===== config.mk =====
export PLATFORM = sky130hd
export DESIGN_NAME = qual_rate_meter
export DESIGN_NICKNAME = d
export VERILOG_FILES = /design/src/rtl/rate_meter_pkg.sv /design/src/rtl/rm_window_timer.sv /design/src/rtl/rm_accum.sv /design/src/rtl/rm_ratio_div.sv /design/src/rtl/qual_rate_meter.sv
export SDC_FILE = /design/constraint.sdc
export NUM_CORES = 1
export LEC_CHECK = 0
export BUFFER_PORTS_ARGS = -buffer_cell sky130_fd_sc_hd__buf_2
export CORE_MARGIN = 4
export CORE_UTILIZATION = 61
export CTS_CLUSTER_DIAMETER = 50
export DETAILED_ROUTE_END_ITERATION = 8
export PLACE_DENSITY = 0.79
export SETUP_SLACK_MARGIN = 0.5
export SLEW_MARGIN = 25
export SYNTH_ARGS = -nofsm -noshare
export SYNTH_HDL_FRONTEND = slang
export SYNTH_SLANG_ARGS = --single-unit

===== constraint.sdc =====
create_clock -name clk -period 4.2 [get_ports clk]
set_input_delay 0 -clock clk [delete_from_list [all_inputs] [get_ports clk]]
set_output_delay 0 -clock clk [all_outputs]
set_load 0.05 [all_outputs]

===== src/rtl/rate_meter_pkg.sv =====
package rate_meter_pkg;

   // Divider implementation choice for the monitored ratio.
   typedef enum logic {
      DIV_SERIAL   = 1'b0,   // one quotient bit per cycle, small area
      DIV_UNROLLED = 1'b1    // whole quotient in one cycle, deep logic
   } rm_div_mode_e;

endpackage


===== src/rtl/rm_window_timer.sv =====
module rm_window_timer #(
   parameter int WIN_LOG2 = 15
) (
   input  logic clk,
   input  logic rst_n,
   output logic win_last
);

   logic [WIN_LOG2-1:0] tick_q;

   // Free-running position inside the window; wraps on its own.
   always_ff @(posedge clk or negedge rst_n) begin
      if (!rst_n) tick_q <= '0;
      else        tick_q <= tick_q + 1'b1;
   end

   assign win_last = &tick_q;

endmodule


===== src/rtl/rm_accum.sv =====
module rm_accum #(
   parameter int CW = 16
) (
   input  logic          clk,
   input  logic          rst_n,
   input  logic          inc,
   input  logic          win_last,
   output logic [CW-1:0] total
);

   logic [CW-1:0] cnt_q;

   // The total includes the present sample, so the final cycle of a window counts.
   assign total = cnt_q + CW'(inc);

   always_ff @(posedge clk or negedge rst_n) begin
      if (!rst_n)        cnt_q <= '0;
      else if (win_last) cnt_q <= '0;
      else               cnt_q <= total;
   end

endmodule


===== src/rtl/rm_ratio_div.sv =====
module rm_ratio_div
   import rate_meter_pkg::*;
#(
   parameter int           CW       = 16,
   parameter int           RES_W    = 16,
   parameter rm_div_mode_e DIV_MODE = DIV_SERIAL
) (
   input  logic             clk,
   input  logic             rst_n,
   input  logic             start,
   input  logic [CW-1:0]    num,    // never larger than den
   input  logic [CW-1:0]    den,
   output logic             done,
   output logic [RES_W-1:0] quot    // one integer bit, RES_W-1 fraction bits
);

   // The remainder stays below den (< 2^(CW-1)), so one extra bit holds the shift.
   localparam int RW = CW + 1;

   generate
      if (DIV_MODE == DIV_SERIAL) begin : g_serial
         localparam int SW = (RES_W > 1) ? $clog2(RES_W) : 1;

         logic [RW-1:0]    rem_q;
         logic [RES_W-1:0] acc_q;
         logic [SW-1:0]    step_q;
         logic             busy_q;
         logic             done_q;
         logic [RW-1:0]    part;
         logic             take;

         always_comb begin
            part = start ? RW'(num) : {rem_q[RW-2:0], 1'b0};
            take = (part >= RW'(den));
         end

         always_ff @(posedge clk or negedge rst_n) begin
            if (!rst_n) begin
               rem_q  <= '0;
               acc_q  <= '0;
               step_q <= '0;
               busy_q <= 1'b0;
               done_q <= 1'b0;
            end else begin
               done_q <= 1'b0;
               if (start) begin
                  rem_q  <= take ? (part - RW'(den)) : part;
                  acc_q  <= RES_W'(take);
                  step_q <= SW'(1);
                  busy_q <= 1'b1;
               end else if (busy_q) begin
                  rem_q  <= take ? (part - RW'(den)) : part;
                  acc_q  <= {acc_q[RES_W-2:0], take};
                  step_q <= step_q + 1'b1;
                  if (step_q == SW'(RES_W-1)) begin
                     busy_q <= 1'b0;
                     done_q <= 1'b1;
                  end
               end
            end
         end

         assign done = done_q;
         assign quot = acc_q;
      end else begin : g_unrolled
         logic [RW-1:0]    rem_v;
         logic [RES_W-1:0] quo_v;
         logic [RES_W-1:0] acc_q;
         logic             done_q;

         always_comb begin
            rem_v = RW'(num);
            quo_v = '0;
            for (int k = 0; k < RES_W; k++) begin
               if (k != 0) rem_v = {rem_v[RW-2:0], 1'b0};
               if (rem_v >= RW'(den)) begin
                  rem_v              = rem_v - RW'(den);
                  quo_v[RES_W-1-k]   = 1'b1;
               end
            end
         end

         always_ff @(posedge clk or negedge rst_n) begin
            if (!rst_n) begin
               acc_q  <= '0;
               done_q <= 1'b0;
            end else begin
               done_q <= start;
               if (start) acc_q <= quo_v;
            end
         end

         assign done = done_q;
         assign quot = acc_q;
      end
   endgenerate

endmodule


===== src/rtl/qual_rate_meter.sv =====
module qual_rate_meter
   import rate_meter_pkg::*;
#(
   parameter int           WIN_LOG2 = 15,
   parameter int           FRAC_W   = 15,
   parameter rm_div_mode_e DIV_MODE = DIV_SERIAL
) (
   input  logic              clk,
   input  logic              rst_n,
   input  logic              mon_bit_i,
   input  logic              qual_i,
   output logic [FRAC_W:0]   mon_ratio_o,
   output logic [FRAC_W:0]   qual_ratio_o,
   output logic              ratio_vld_o
);

   localparam int CW    = WIN_LOG2 + 1;   // counts reach 2^WIN_LOG2
   localparam int RES_W = FRAC_W + 1;

   // Elaboration-time parameter checks.
   generate
      if (WIN_LOG2 < 5 || WIN_LOG2 > 30) begin : g_bad_win
         $error("qual_rate_meter: WIN_LOG2 must lie in 5..30");
      end
      if (FRAC_W < 1 || FRAC_W > 30) begin : g_bad_frac
         $error("qual_rate_meter: FRAC_W must lie in 1..30");
      end
      if ((64'd1 << WIN_LOG2) <= 64'(FRAC_W + 3)) begin : g_bad_lat
         $error("qual_rate_meter: window shorter than divider latency");
      end
   endgenerate

   logic          win_last;
   logic [CW-1:0] hq_total;
   logic [CW-1:0] q_total;
   logic [CW-1:0] snap_hq_q;
   logic [CW-1:0] snap_q_q;
   logic          start_q;
   logic          div_done;
   logic [RES_W-1:0] div_quot;
   logic [RES_W-1:0] qual_scaled;
   logic [CW+FRAC_W-1:0] qual_wide;

   rm_window_timer #(.WIN_LOG2(WIN_LOG2)) u_timer (
      .clk      (clk),
      .rst_n    (rst_n),
      .win_last (win_last)
   );

   rm_accum #(.CW(CW)) u_acc_hq (
      .clk      (clk),
      .rst_n    (rst_n),
      .inc      (mon_bit_i & qual_i),
      .win_last (win_last),
      .total    (hq_total)
   );

   rm_accum #(.CW(CW)) u_acc_q (
      .clk      (clk),
      .rst_n    (rst_n),
      .inc      (qual_i),
      .win_last (win_last),
      .total    (q_total)
   );

   // Freeze the finished window; it stays put while the next one accumulates.
   always_ff @(posedge clk or negedge rst_n) begin
      if (!rst_n) begin
         snap_hq_q <= '0;
         snap_q_q  <= '0;
         start_q   <= 1'b0;
      end else begin
         start_q <= win_last;
         if (win_last) begin
            snap_hq_q <= hq_total;
            snap_q_q  <= q_total;
         end
      end
   end

   rm_ratio_div #(.CW(CW), .RES_W(RES_W), .DIV_MODE(DIV_MODE)) u_div (
      .clk   (clk),
      .rst_n (rst_n),
      .start (start_q),
      .num   (snap_hq_q),
      .den   (snap_q_q),
      .done  (div_done),
      .quot  (div_quot)
   );

   // Scale by 2^FRAC_W / 2^WIN_LOG2: pure wiring.
   assign qual_wide   = {snap_q_q, {FRAC_W{1'b0}}};
   assign qual_scaled = RES_W'(qual_wide >> WIN_LOG2);

   always_ff @(posedge clk or negedge rst_n) begin
      if (!rst_n) begin
         mon_ratio_o  <= '0;
         qual_ratio_o <= '0;
         ratio_vld_o  <= 1'b0;
      end else begin
         ratio_vld_o <= div_done;
         if (div_done) begin
            mon_ratio_o  <= (snap_q_q == '0) ? '0 : div_quot;
            qual_ratio_o <= qual_scaled;
         end
      end
   end

endmodule


* Word level (Yosys, flattened, before mapping) *
Cells that the tools add are included.

word-level totals
  register bits after elaboration = 151
  input bits = 4
  output and inout bits = 33
  logic and storage cells = 42

operators by class
  add/subtract/negate cells = 5
  order comparisons = 1
  equality and inequality tests = 1
  muxes and demuxes = 17
  bitwise gates (word level) = 1
  reduce and logical (&&, ||, !) cells = 3

operator list
  cell                     number
  $mux W16                 8
  $add A16 B1 Y16          2
  $ge A17 B16 Y1           1
  $mux W17                 1
  $logic_not A16 Y1        1
  $sub A16 B16 Y16         1
  $add A15 B1 Y15 const B  1
  $reduce_and A15 Y1       1
  $mux W4                  2
  $mux W1                  6
  $add A4 B1 Y4 const B    1
  $eq A4 B4 Y1 const B     1
  $reduce_bool A2 Y1       1
  $and A1 B1 Y1            1

* Logic depth before layout (Yosys ltp) *
Gate-level depths: netlist of the first run.

  depth after elaboration = 5
  depth in mapped cells = 13
  gate-level depth less buffers = 10

* Hierarchy *
A second synthesis of the first run with hierarchy kept.

second synthesis, totals
  cells, all modules = 734
  area, all modules = 7928.9 µm²

by module, submodules not included
  module           instances  cells an instance  area each (µm²)
  rm_ratio_div     1          317                2839.0
  qual_rate_meter  1          177                2528.7
  rm_accum         2          93                 934.6
  rm_window_timer  1          54                 691.9

* Worst setup path after synthesis of the first run *
Ideal clock, no wire load.

  path kind = reg-to-reg
  from = register start_q
  to = register u_div.g_serial.rem_q[3]
  library setup time = 0.082 ns
  arrival time = 3.264 ns
  slack = 0.854 ns
  stages on the path, launching flop included = 12
  buffers on the path = 3
  clock period less this slack = 3.346 ns
  path through = dfrtp_1 clkbuf_1 clkbuf_1 mux2_2 ha_1 buf_6 nand4_1 or4_1 o211ai_2 o21ai_4 or3_1 a31oi_1

on the way
  word-level cells in the longest chain between the ends = 5
  elaborated cells on any way between the ends = 7
  classes of those cells = add/sub (1); order compare (1); mux (4); reduce/logical (1)

ends and longest elaborated chain
  element                                                    line                                                        text
  start, declared                                            qual_rate_meter.sv:38                                       logic start_q;
  start signal, assigned                                     qual_rate_meter.sv:73                                       start_q <= win_last;
  $mux W17                                                   rm_ratio_div.sv:33                                          part = start ? RW'(num) : {rem_q[RW-2:0], 1'b0};
  $sub A16 B16 Y16 / $ge A17 B16 Y1 (equally long branches)  rm_ratio_div.sv:47, rm_ratio_div.sv:52, rm_ratio_div.sv:34
  $mux W16                                                   rm_ratio_div.sv:47, rm_ratio_div.sv:52
  $mux W16                                                   rm_ratio_div.sv:51                                          end else if (busy_q) begin
  $mux W16                                                   rm_ratio_div.sv:46                                          if (start) begin
  end signal, assigned                                       rm_ratio_div.sv:47                                          rem_q <= take ? (part - RW'(den)) : part;
  end signal, assigned                                       rm_ratio_div.sv:52                                          rem_q <= take ? (part - RW'(den)) : part;
  end, declared                                              rm_ratio_div.sv:24                                          logic [RW-1:0] rem_q;

Parallel ways exist; a longest one is shown, timed or not. The select of a mux whose other input is x is not followed.
A chain may end at the register's enable or synchronous reset.

* Worst setup path after layout of the first run *
  from = register start_q
  to = register u_div.g_serial.rem_q[1]

Same word-level chain as after synthesis.

==> results of run 1 <==
-- cells by family after synthesis --
family | synth area share, %
buffers and inverters | 3.023
muxes | 8.701
and+or+nand+nor | 14.71
adders and majority gates | 4.148
DFF | 53.08
xor gates and xnor gates | 6.521
AOI/OAI and AO/OA | 9.808
-- state kept, by name, summed over array words and instances, names as in the netlist, 4 cells and up --
signal / cells
u_acc_q.cnt_q: 16
u_timer.tick_q: 15
snap_hq_q: 16
u_div.g_serial.rem_q: 16
u_div.quot: 16
mon_ratio_o: 16
u_acc_hq.cnt_q: 16
u_div.g_serial.step_q: 4
qual_scaled: 16
qual_ratio_o: 16
-- per-stage QoR --
stage          std cells  power [µW]
3_5_place_dp         833        1776
3_3_place_gp         833        1759
2_1_floorplan        676        1705
4_1_cts              867        3380
6_report             867        3347
5_1_grt              867        3472
-- routing by layer --
| metal | global-route usage [%] | vias up | share of wire, % |
|---|---|---|---|
| li1 | - | 2399 | - |
| met1 | 30.93 | 2454 | 44 |
| met2 | 37.86 | 121 | 49 |
| met3 | 7.102 | 25 | 5.3 |
| met4 | 8.353 | 0 | 2.0 |
| met5 | 0 | - | 0 |
-- synth_stat cells, types with 4 or more instances --
library cell | n | area, µm²
mux2i_1 | 27 | 270.3
a21oi_1 | 25 | 125.1
and2_1 | 7 | 43.79
nor2_1 | 88 | 330.3
nand3_1 | 21 | 105.1
nor3_1 | 4 | 20.02
mux2_2 | 31 | 349.1
and3_1 | 10 | 62.56
clkbuf_1 | 21 | 78.83
nor4_1 | 4 | 25.02
xnor2_1 | 31 | 271.5
nand2_1 | 65 | 244.0
nand2b_1 | 5 | 31.28
nand4_1 | 11 | 68.82
o21a_1 | 4 | 30.03
ha_1 | 22 | 275.3
o21ai_0 | 37 | 185.2
xor2_1 | 22 | 192.7
a22o_1 | 16 | 140.1
inv_1 | 26 | 97.59
dfrtp_1 | 151 | 3779
-- path summary, 6_finish.rpt --
path                                             start                             endpoint  slack (ps)  cells past startpoint
setup / recovery                     start_q$_DFF_PN0_  u_div.g_serial.rem_q[1]$_DFFE_PN0P_         810                      9
hold / removal                               mon_bit_i             snap_hq_q[0]$_DFFE_PN0P_           9                      5
setup reg to reg                     start_q$_DFF_PN0_  u_div.g_serial.rem_q[1]$_DFFE_PN0P_         810                      9
hold reg to reg            u_timer.tick_q[5]$_DFF_PN0_          u_timer.tick_q[5]$_DFF_PN0_         460                      1
max in group asynchronous                        rst_n          qual_ratio_o[3]$_DFFE_PN0P_        2940                      3
min in group asynchronous                        rst_n          u_timer.tick_q[3]$_DFF_PN0_         270                      2
-- worst min-delay path, stage by stage --
cell and delay [ps]:
buf_2 70, and2_1 110, ha_1 130, nand2_1 50, nand2_1 50
-- final cells by class --
type	count	area, µm²
Sequential cell	151	3781
Timing Repair Buffer	42	239.0
Clock buffer	20	446.7
Fill cell	873	3368
Inverter	28	105.1
Tap cell	143	178.9
Clock inverter	12	175.2
Multi-Input combinational cell	471	3124
-- power groups by stage --
stage,Sequential (µW),Combinational (µW),Clock [µW]
finish,1580,181,1590
global route,1580,210,1680
floorplan,1590,119,0
CTS,1570,185,1620
detailed placement,1600,179,0
global placement,1590,169,0
-- repair_timing --
item	in CTS	in global routing
hold buffers	2	0
endpoints found under the setup margin	0	4
resized for setup	0	1
endpoints found under the hold margin	120	0
==> out/qor.txt, run 1 <==
worst skew pair latency = 430 ps
Max-cap violations = 0
post-route setup TNS = 0 ps
Syn-to-layout area delta = 13.10%
layout net count = 738
syn_nets = 703
Net Sw Power = 744.6 µW
drt total wl = 14460 µm
skew final = 7.508 ps
PortBufs = 36
Post-Place Cell Area = 7403 µm²
status = finished clean
Tightest Pin Transition = 889.4 ps
Final HPWL DP = 9810 µm
yosys warns = 0
number of global-route vias before repair = 5092
worst slack, placed = 626.0 ps
WL per Instance = 16.68 µm
EDFF count, synth = 0
FFs w/ async S/R, synth = 100.0%
syn avg cell area = 10.53 µm²
Comb power frac = 5.4%
final setup fails = 0
initial antenna violation count = 0
grt ovf = 0
io pins = 37
Post-synth top flop = dfrtp_1
H-tree depth = 4
most frequent cells in the layout = dfrtp_1, nor2_1, nand2_1
Slowest-stage cell, CP = dfrtp_2
Worst path max stage delay = 600 ps
crit share post-route = 80.80%
Clock Sinks = 151
Final WS setup = 806.2 ps
core area = 11420 µm²
DRC = 0
Sw Share = 22.25%
Reg clk slew, reported paths = 60 ps
setup repair bufs after CTS = 0
Design Area, Final = 8050 µm²
worst-path fanout max = 19
Peak VDD IR = 399.1 µV
CP Cell Sequence = mux2_2, ha_1, a21oi_1, o21ai_1, a221oi_2, o31ai_2, o21ai_4, mux2_2, a21oi_1
first-pass GRT wire length = 24740 µm
GP Congestion = 0.8776
worst hold slack = 9.068 ps
TritonCTS Buffers = 17
Total Routing Usage GR = 23.67%
Sequential Power Share = 47.1%
endpoint class of the critical path = flop
CTS tree = yes
die area = 13460 µm²
Post-Syn Instances = 676
Slew Limit Fails = 0
chip height = 116.0 µm
num rows = 39
Internal = 2602 µW
PwrDens = 415.8 nW/µm²
number of antenna diodes = 0
Pre-Repair DR Iteration Count = 5
Synth cell types = 55
Slew Limit Headroom = 40.70%
Die Span X = 116.0 µm
fmax = 0.2947 GHz
Root Driver = clkbuf_16
Final Core Density = 70.50%
WS Path Type = flop to flop
layout cell share with drive strength beyond 1 = 15.61%
most common cell after layout, fill and taps aside = dfrtp_1
CP required = 4540 ps
sequential area share after synthesis = 53.08%
critical path's top delay family = compound AO/OA/AOI/OAI gates
clock buffer depth = 2
Period minus WS final = 3394 ps
WP data arrival = 3740 ps
Mapped Area = 7118 µm²
initial core utilization = 62.34%
Antenna Violating Nets Remaining = 0
starting DRC count in detailed routing = 370
CP startpoint kind = flop
largest net degree at the start of global routing = 120
CP bufs+invs = 0
via density per instance = 5.766
final-report hold violation count = 0
Tightest Hold Check Type = input pin to flop
RSZ-0062 raised after global routing = false
Vias = 4999
leakage power = 0.004136 µW
Clock Power Share = 47.5%
FF+latch count, synth = 151
Power figures use the tool's default switching activity.
==> inputs of run 2 (changes only) <==
--- a/config.mk
+++ b/config.mk
@@ -5,12 +5,13 @@
 export SDC_FILE = /design/constraint.sdc
 export NUM_CORES = 1
 export LEC_CHECK = 0
+export ABC_AREA = 1
 export BUFFER_PORTS_ARGS = -buffer_cell sky130_fd_sc_hd__buf_2
 export CORE_MARGIN = 4
-export CORE_UTILIZATION = 61
+export CORE_UTILIZATION = 56
 export CTS_CLUSTER_DIAMETER = 50
 export DETAILED_ROUTE_END_ITERATION = 8
-export PLACE_DENSITY = 0.79
+export PLACE_DENSITY = 0.77
 export SETUP_SLACK_MARGIN = 0.5
 export SLEW_MARGIN = 25
 export SYNTH_ARGS = -nofsm -noshare
==> constraint.sdc (replaced) <==
create_clock -name clk -period 2.9 [get_ports clk]
set_input_delay 0 -clock clk [delete_from_list [all_inputs] [get_ports clk]]
set_output_delay 0 -clock clk [all_outputs]
set_load 0.05 [all_outputs]
==> run 2 against run 1 <==
Compared with the run above: hold slack gained 30 ps; non-clock buffer count increased by 34; sequential share of layout area shrank 7.3 points; sequential power up 44%; utilization is 0.41 points higher; worst setup slack got worse by 450 ps; die area is 18% higher; critical path depth increased by 7; clock power grew 41%; register-to-register slack got worse by 450 ps; critical endpoint is now u_div.g_serial.rem_q[0]$_DFFE_PN0P_; largest power group is now registers.
==> out/qor.txt, run 2 <==
Commonest cells post-synth = nand2_1, dfrtp_1, inv_1
num rows = 42
GP Congestion = 0.9729
clock buffer depth = 2
layout net count = 1033
Final Core Density = 70.91%
sequential area share after synthesis = 48.40%
io pins = 37
Placed Instances = 1126
Antenna Violating Nets Remaining = 0
Synth cell types = 45
Tightest Hold Check Type = input pin to flop
number of antenna diodes = 0
Clock Sinks = 151
TritonCTS Buffers = 17
largest net degree at the start of global routing = 65
initial antenna violation count = 0
status = finished clean
Root Driver = clkbuf_16
number of global-route vias before repair = 6233
Max-cap violations = 0
syn_nets = 966
RSZ-0062 raised after global routing = true
Synth top area share = 48.40%
Slew Limit Headroom = 60.36%
crit share post-route = 87.60%
chip height = 126.1 µm
PwrDens = 499.9 nW/µm²
WL per Instance = 15.77 µm
Period minus WS final = 2540 ps
cell accounting for the most synthesized area = dfrtp_1
Pre-Repair DR Iteration Count = 6
Mapped Area = 7807 µm²
Tightest Pin Transition = 594.6 ps
post-route setup TNS = 0 ps
CTS tree = yes
yosys warns = 0
leakage power = 0.004938 µW
Reg clk slew, reported paths = 60 ps
drt total wl = 18850 µm
final setup fails = 0
most frequent cells in the layout = nand2_1, dfrtp_1, inv_1
Syn-to-layout area delta = 22.18%
most common cell after layout, fill and taps aside = nand2_1
fmax = 0.3936 GHz
count leader, synth = nand2_1
CP required = 3190 ps
first-pass GRT wire length = 30240 µm
starting DRC count in detailed routing = 489
Slew Limit Fails = 0
worst-path fanout max = 6
CP startpoint kind = flop
FFs w/ async S/R, synth = 100.0%
Post-Syn Instances = 939
hold depth = 6
Final HPWL DP = 12210 µm
Vias = 6485
Total Routing Usage GR = 23.46%
via density per instance = 5.427
endpoint class of the critical path = flop
worst hold slack = 38.72 ps
DRC = 0
Peak VDD IR = 471.9 µV
WP data arrival = 2830 ps
H-tree depth = 4
WS Path Type = flop to flop
r2r worst-path depth = 16
worst skew pair latency = 430 ps
EDFF count, synth = 0
skew final = 9.953 ps
largest cells by area after synthesis = dfrtp_1, nand2_1, nand3_1, inv_1, ha_1
FF+latch area = 3781 µm²
final-report hold violation count = 0
r2r setup slk = 360 ps
Die Span X = 126.1 µm
core area = 13450 µm²
grt ovf = 0
syn avg cell area = 8.315 µm²
Design Power = 4768 µW
die area = 15890 µm²
Post-synth top flop = dfrtp_1
FF+latch count, synth = 151
layout cell share with drive strength beyond 1 = 22.57%
area of the multi-input gates = 3851 µm²
FILL cells = 972
initial core utilization = 58.04%
Finished Layout Cells = 1195
PortBufs = 36
==> run 2: repair_timing <==
item                                    in CTS  in global routing
gates cloned                                 5                  3
resized for setup                           68                 54
pin swaps                                   17                 34
setup buffers                               17                 10
hold buffers                                 2                  0
endpoints found under the setup margin      17                 17
endpoints found under the hold margin       63                  0
==> run 2: routing by layer <==
metal	track usage (%)	vias up	part of all wire, %
li1	-	3150	-
met1	31.58	3068	44
met2	36.87	206	47
met3	4.996	61	5.7
met4	10.28	0	3.5
met5	0	-	0
==> run 2: cells by family after synthesis <==
kind of cell	share of synthesized area, %
simple gates	27.16
buf+inv	8.590
flops	48.40
compound gates	7.083
xor+xnor	4.712
fa+ha+maj	3.782
mux	0.2724
==> run 2: final timing paths <==
kind	start	to
worst min-delay path	mon_bit_i	u_acc_hq.cnt_q[0]$_DFF_PN0_
max in group asynchronous	rst_n	mon_ratio_o[2]$_DFFE_PN0P_
worst min register to register	u_div.g_serial.step_q[3]$_DFFE_PN0P_	u_div.g_serial.step_q[3]$_DFFE_PN0P_
worst max-delay path	start_q$_DFF_PN0_	u_div.g_serial.rem_q[0]$_DFFE_PN0P_
min in group asynchronous	rst_n	qual_ratio_o[6]$_DFFE_PN0P_
worst max register to register	start_q$_DFF_PN0_	u_div.g_serial.rem_q[0]$_DFFE_PN0P_
==> run 2: layout make-up <==
cell class                 instances  area share (%)
multi-input combinational        631           40.37
timing repair inverter             1         0.07870
clock inverter                    10           1.508
sequential                       151           39.64
timing repair buffer              76           6.204
inverter                         128           5.129
clock buffer                      22           4.761
tap                              176           2.308
==> run 2: through the flow <==
stage	area, µm²	setup WS, ps
6_report	9539	359.5
5_1_grt	9539	253.1
4_1_cts	9239	482.7
3_5_place_dp	8138	194.1
3_3_place_gp	8138	234.0
2_1_floorplan	7839	505.1
==> run 2: critical path, stage by stage, from the launching register on <==
cell	delay (ps)
dfrtp_2	490
clkinvlp_4	180
or2_4	270
o21ai_4	70
inv_2	80
ha_4	320
nand2_2	60
nand2_2	80
nand2_2	70
nand2_2	80
inv_2	60
nand3_4	150
nand2_8	130
nand2_8	120
nand2_2	70
nand3_2	60
o21ai_1	80
==> run 2: where the power goes <==
part           internal [µW]  switching [µW]  leakage [µW]
Combinational           93.6             167       0.00276
Sequential              2190            78.4       0.00189
Clock                   1380             857      0.000281
